[config.mk]
export PLATFORM = sky130hd
export DESIGN_NAME = tp_channel
export DESIGN_NICKNAME = d
export VERILOG_FILES = /design/src/rtl/tp_chan_pkg.sv /design/src/rtl/tp_edge_det.sv /design/src/rtl/tp_initiator.sv /design/src/rtl/tp_receptor.sv /design/src/rtl/tp_channel.sv
export SDC_FILE = /design/constraint.sdc
export NUM_CORES = 1
export LEC_CHECK = 0
export CELL_PAD_IN_SITES_DETAIL_PLACEMENT = 0
export CELL_PAD_IN_SITES_GLOBAL_PLACEMENT = 2
export CORE_MARGIN = 1
export CORE_UTILIZATION = 26
export DETAILED_ROUTE_END_ITERATION = 8
export HOLD_SLACK_MARGIN = 0.15
export PLACE_DENSITY_LB_ADDON = 0.1
export SETUP_SLACK_MARGIN = 0.15
export SYNTH_ARGS = -nofsm -noshare
export SYNTH_HDL_FRONTEND = slang
export SYNTH_SLANG_ARGS = --single-unit
[constraint.sdc]
create_clock -name clk -period 1.7 [get_ports clk]
set_input_delay 0.34 -clock clk [delete_from_list [all_inputs] [get_ports clk]]
set_output_delay 0.34 -clock clk [all_outputs]
set_load 0.01 [all_outputs]
[src/rtl/tp_chan_pkg.sv]
package tp_chan_pkg;

    typedef enum logic {
        SIDE_IDLE = 1'b0,
        SIDE_BUSY = 1'b1
    } side_state_e;

    typedef struct packed {
        logic req;
        logic ack;
    } ctl_levels_t;

    function automatic logic level_changed(input logic now_lvl, input logic old_lvl);
        return now_lvl ^ old_lvl;
    endfunction

    function automatic side_state_e initiator_state(input ctl_levels_t lv);
        return (lv.req == lv.ack) ? SIDE_IDLE : SIDE_BUSY;
    endfunction

endpackage

[src/rtl/tp_edge_det.sv]
module tp_edge_det (
    input  logic clk,
    input  logic rst,
    input  logic lvl,
    output logic evt,
    output logic prev
);
    import tp_chan_pkg::*;

    logic prev_q;

    always_ff @(posedge clk) begin
        if (rst) prev_q <= 1'b0;
        else     prev_q <= lvl;
    end

    assign prev = prev_q;
    assign evt  = level_changed(lvl, prev_q);
endmodule

[src/rtl/tp_initiator.sv]
module tp_initiator #(
    parameter int DATA_W = 8
) (
    input  logic              clk,
    input  logic              rst,
    input  logic              src_valid,
    output logic              src_ready,
    input  logic [DATA_W-1:0] src_data,
    input  logic              ack_i,
    output logic              req_o,
    output logic [DATA_W-1:0] bus_o
);
    import tp_chan_pkg::*;

    logic              req_q;
    logic              ack_q;
    logic [DATA_W-1:0] bus_q;
    ctl_levels_t       lv;
    side_state_e       st;
    logic              take;

    assign lv.req    = req_q;
    assign lv.ack    = ack_q;
    assign st        = initiator_state(lv);
    assign src_ready = (st == SIDE_IDLE);
    assign take      = src_valid && src_ready;

    always_ff @(posedge clk) begin
        if (rst) begin
            req_q <= 1'b0;
            ack_q <= 1'b0;
            bus_q <= '0;
        end else begin
            ack_q <= ack_i;
            if (take) begin
                bus_q <= src_data;
                req_q <= ~req_q;
            end
        end
    end

    assign req_o = req_q;
    assign bus_o = bus_q;
endmodule

[src/rtl/tp_receptor.sv]
module tp_receptor #(
    parameter int DATA_W = 8
) (
    input  logic              clk,
    input  logic              rst,
    input  logic              req_i,
    input  logic [DATA_W-1:0] bus_i,
    output logic              ack_o,
    output logic              snk_valid,
    input  logic              snk_ready,
    output logic [DATA_W-1:0] snk_data
);
    import tp_chan_pkg::*;

    logic              req_evt;
    logic              req_prev;
    logic              full_q;
    logic              ack_q;
    logic [DATA_W-1:0] data_q;
    logic              give;
    side_state_e       st;

    tp_edge_det u_req_det (
        .clk  (clk),
        .rst  (rst),
        .lvl  (req_i),
        .evt  (req_evt),
        .prev (req_prev)
    );

    assign st   = full_q ? SIDE_BUSY : SIDE_IDLE;
    assign give = (st == SIDE_BUSY) && snk_ready;

    always_ff @(posedge clk) begin
        if (rst) begin
            full_q <= 1'b0;
            ack_q  <= 1'b0;
            data_q <= '0;
        end else begin
            if (req_evt) begin
                data_q <= bus_i;
                full_q <= 1'b1;
            end else if (give) begin
                full_q <= 1'b0;
            end
            if (give) ack_q <= ~ack_q;
        end
    end

    assign ack_o     = ack_q;
    assign snk_valid = full_q;
    assign snk_data  = data_q;
endmodule

[src/rtl/tp_channel.sv]
module tp_channel #(
    parameter int DATA_W = 8
) (
    input  logic              clk,
    input  logic              rst,
    input  logic              in_valid,
    output logic              in_ready,
    input  logic [DATA_W-1:0] in_data,
    output logic              out_valid,
    input  logic              out_ready,
    output logic [DATA_W-1:0] out_data,
    output logic              req_lvl,
    output logic              ack_lvl,
    output logic [DATA_W-1:0] bus_data
);
    logic              req_w;
    logic              ack_w;
    logic [DATA_W-1:0] bus_w;

    tp_initiator #(.DATA_W(DATA_W)) u_init (
        .clk       (clk),
        .rst       (rst),
        .src_valid (in_valid),
        .src_ready (in_ready),
        .src_data  (in_data),
        .ack_i     (ack_w),
        .req_o     (req_w),
        .bus_o     (bus_w)
    );

    tp_receptor #(.DATA_W(DATA_W)) u_recv (
        .clk       (clk),
        .rst       (rst),
        .req_i     (req_w),
        .bus_i     (bus_w),
        .ack_o     (ack_w),
        .snk_valid (out_valid),
        .snk_ready (out_ready),
        .snk_data  (out_data)
    );

    assign req_lvl  = req_w;
    assign ack_lvl  = ack_w;
    assign bus_data = bus_w;
endmodule

**Word level (Yosys, flattened, before mapping)**

Cells that the tools add are included.
Widths: inputs -> output; s select.

- Register bits: 21
- Input bits: 12
- Output and inout port bits: 20
- Word-level logic and storage cells: 17

- Equality and inequality tests: 1
- Mux-type cells: 3
- Bitwise logic cells: 3
- Reduce and logical (&&, ||, !) cells: 3

Operator list:

| cell | number |
|---|---|
| $mux 1 | 3 |
| $logic_and 1x1->1 | 2 |
| $not 1->1 | 2 |
| $reduce_bool 2->1 | 1 |
| $eq 1x1->1 | 1 |
| $xor 1x1->1 | 1 |

**Depth between registers and ports, before layout**

- Word-level depth: 4
- Depth in mapped cells: 4
- Depth with buffers taken out: 3

**By module**

A second synthesis with hierarchy kept.

- Cell total of the unflattened synthesis: 79
- Area total of the unflattened synthesis: 848.3 um^2

By module, submodules not included:

| module | times used | cells each | area each (um^2) | seq. area each (um^2) |
|---|---|---|---|---|
| tp_initiator | 1 | 42 | 449.2 | 200.2 |
| tp_receptor | 1 | 34 | 364.1 | 200.2 |
| tp_edge_det | 1 | 3 | 35.0 | 20.0 |

**Least setup slack after synthesis**

No wires, ideal clock.

- Path type: register to register
- Start: register u_init.req_q (netlist: u_init.req_o)
- End: register u_init.bus_q[0] (netlist: u_init.bus_o[0])
- Data arrival time: 1.184 ns
- Data required time: 1.584 ns
- Slack: 0.400 ns
- Cell stages (with the launch flop): 5
- Buffers on the path: 1
- Path through: dfxtp_1 xnor2_2 and2_1 buf_6 o21ai_2

- Longest elaborated chain between the ends: 2

RTL lines:

| what | line | text |
|---|---|---|
| start, declared | tp_initiator.sv:15 | `logic req_q;` |
| start signal, assigned | tp_initiator.sv:37 | `req_q <= ~req_q;` |
| $eq 1x1->1 | tp_chan_pkg.sv:18 | `return (lv.req == lv.ack) ? SIDE_IDLE : SIDE_BUSY;` |
| net in_ready | tp_channel.sv:7 | `output logic in_ready,` |
| $logic_and 1x1->1 | tp_initiator.sv:26 | `assign take = src_valid && src_ready;` |
| end signal, assigned | tp_initiator.sv:36 | `bus_q <= src_data;` |
| end, declared | tp_initiator.sv:17 | `logic [DATA_W-1:0] bus_q;` |

The timed path passes the listed nets, and every way through them passes these cells.
A chain may end at the register's enable or synchronous reset.

**Final worst setup path**

- Start: register u_init.req_q (netlist: u_init.req_o)
- End: output port in_ready

- Longest elaborated chain between the ends: 1

RTL lines:

| what | line |
|---|---|
| $eq 1x1->1 | tp_chan_pkg.sv:18 |
| end, declared | tp_channel.sv:7 |

Every way passes these cells.

==> impl_results.md <==
- Outcome: finished clean
- Fmax: 693 MHz
- Mapped cell area: 828 µm²
- Area growth from synthesis to layout: 52.9%
- DIE HEIGHT: 58.4 µm
- Internal power: 0.000720 W
- Cell chain of the critical path: xnor2_2 > dlygate4sd2_1
- Commonest non-fill, non-tap cells in the layout: dfxtp_1 (19), nand2_1 (17), dlygate4sd2_1 (12)
- Post-layout net count: 137
- Placement Setup Slack: 0.277 ns
- Commonest non-fill, non-tap cell in the layout: dfxtp_1
- Setup TNS: 0 ns
- Hold Crit Start: u_recv.snk_data[0]
- CP Launch Type: flip-flop
- Hold Path Depth: 2
- Final HPWL DP: 1.33 mm
- R2R Path Start: u_init.req_o
- GRT Overall Usage: 12.8%
- Slew Limit Fails: 0
- Largest net degree at the start of global routing: 30
- Worst Skew: 0.00177 ns
- Average size of a mapped cell: 9.52 µm²
- Minimum clock period: 1.44 ns
- Comb pwr share: 20.8%
- Die area: 3420 µm²
- Die Wd: 58.4 µm
- Avg Vias per Cell: 4.23
- 1st-pass router iterations: 3
- DRC Markers: 0
- Synth cell types: 15
- Tcrit/Tclk final: 84.8%
- Placed Area: 1230 µm²
- Worst reg2reg path depth: 5
- Routed Antenna Nets: 0
- Clock power share: 24.0%
- First-pass GRT wire length: 3.17 mm
- Clk_lat worst skew: 0.29 ns
- Max-slew headroom: 87.9%
- Sw Share: 26.6%
- Post-Route WL: 1.89 mm
- Worst path slowest cell: dfxtp_2
- Synth Register Bits: 21
- Finish-stage setup viols: 0
- Initial DRC count: 23
- Cell area power density: 775 nW/µm²
- Clk buf depth: 2
- Buffers on Ports: 31
- Share of layout cells above drive strength 1: 16.9%
- VDD IR max: 0.317 mV
- Number of I/O pins: 32
- Clk sinks: 21
- Hold violation count in the final report: 0
- Root buf cell: clkbuf_4
- Reg2Reg Capture Point: u_init.bus_o[2]
- Core outline area: 3030 µm²
- Sequential-to-total area share from yosys stat: 50.8%
- Hold EP: u_recv.snk_data[0]
- Gpl congestion: 0.661
- Setup CP Type: flip-flop to output pin
- Ant diodes: 0
- CTS tree: done
- Antenna violations before repair: 0
- Overflow after GRT: 0
- Worst hold path type: flip-flop to flip-flop
- Final worst slack: 0.258 ns
- Vias in the first global route: 719
- NetSw: 0.000261 W
- Max Cap Viol: 0
- Worst reg-to-reg setup slack: 0.42 ns
- Vias post-DR: 711
- Critical path fanouts, max: 3
- CP arrival: 1.10 ns
- Sequential power share: 55.2%
- Slowest stage delay, CP: 0.36 ns
- Final instance area: 1270 µm²
- Post-Syn Nets: 99
- # H-tree levels: 1
- Synth Instances: 87
- Crit. End Element: output pin
- Clock input transition at the sequential cells of the worst setup and hold paths: 0.11 ns
- Setup Fix Bufs, Post-CTS: 0
- Synth warnings: 0
- Leakage power: 0.627 nW
- TritonCTS Buffers: 3
- WL/cell: 11.3 µm
- Worst slew pin tran: 0.180 ns
- Unrepaired setup endpoints after global routing: no
- Row Count: 20
- Initial core utilization: 27.4%
- Data required, critical path: 1.36 ns
worst max-delay path: cells and delay by family, from the launching register on:
| kind | cells | cell delay [ns] |
|---|---|---|
| XOR/XNOR | 1 | 0.17 |
| buffers and inverters | 1 | 0.28 |
| flip-flops | 1 | 0.36 |
Yosys cell counts:
master | count | area, µm²
xor2_1 | 2 | 17.5
o21ai_2 | 8 | 70.1
a211oi_1 | 1 | 7.51
nor2_1 | 2 | 7.51
a21oi_1 | 9 | 45.0
clkbuf_1 | 4 | 15.0
buf_6 | 1 | 11.3
nand2_1 | 17 | 63.8
nor2b_1 | 2 | 12.5
nand4b_1 | 8 | 70.1
xnor2_2 | 1 | 16.3
and2_1 | 1 | 6.26
nand2b_1 | 9 | 56.3
dfxtp_1 | 21 | 420
xnor2_1 | 1 | 8.76
metal layers:
layer / track usage, % / share of wire [%] / vias to the layer above
met2: 22.3 / 50 / 16
met3: 3.30 / 4.6 / 2
met4: 7.14 / 0.90 / 0
li1: - / - / 370
met5: 0 / 0 / -
met1: 14.2 / 44 / 323
logic make-up after synthesis:
| group | synth area share (%) |
|---|---|
| and+or+nand+nor | 26.1 |
| DFF | 50.8 |
| AOI/OAI and AO/OA | 14.8 |
| buffers and inverters | 3.17 |
| xor gates and xnor gates | 5.14 |
area by class of cell:
type	count	area, µm²
sequential	21	423
tap	44	55.1
multi-input combinational	61	382
fill	317	1760
timing repair buffer	38	380
clock buffer	4	26.3
what timing repair did:
| item | CTS | global route |
|---|---|---|
| setup endpoints to repair | 12 | 8 |
| hold buffers | 0 | 0 |
| cloned | 0 | 0 |
| gates resized for setup | 14 | 8 |
power groups by stage:
| stage | clock [W] | sequential (W) | combinational [W] |
|---|---|---|---|
| 2_1_floorplan | 0 | 0.000565 | 0.0000851 |
| 3_3_place_gp | 0 | 0.000554 | 0.000223 |
| 3_5_place_dp | 0 | 0.000554 | 0.000226 |
| 4_1_cts | 0.000258 | 0.000543 | 0.000211 |
| 5_1_grt | 0.000275 | 0.000546 | 0.000226 |
| 6_report | 0.000236 | 0.000541 | 0.000204 |
sequential cells by signal (all words and copies together) (netlist names):
name	flops
u_init.bus_o	8
u_recv.u_req_det.prev	1
u_init.ack_q	1
u_recv.snk_data	8
u_recv.snk_valid	1
u_init.req_o	1
u_recv.ack_o	1
stage by stage:
stage | power (W) | util [%] | hold WS [ns] | instances
3_5_place_dp | 0.000779 | 40.7 | 0.443 | 164
4_1_cts | 0.00101 | 41.2 | 0.461 | 168
2_1_floorplan | 0.000651 | - | 0.473 | 87
5_1_grt | 0.00105 | 41.8 | 0.473 | 168
6_report | 0.000981 | 41.8 | 0.452 | 168
3_3_place_gp | 0.000777 | 40.7 | 0.438 | 164
worst max-delay path by stage:
stage / start / end / depth (start not counted)
5_1_grt: u_init.req_o / in_ready / 2
2_1_floorplan: u_init.req_o / u_init.bus_o[0] / 4
6_report: u_init.req_o / in_ready / 2
3_5_place_dp: in_valid / u_init.bus_o[2] / 4
3_3_place_gp: in_valid / u_init.bus_o[3] / 4
4_1_cts: u_recv.snk_data[5] / out_data[5] / 1
Note: power is estimated with default switching activity, not from simulation.
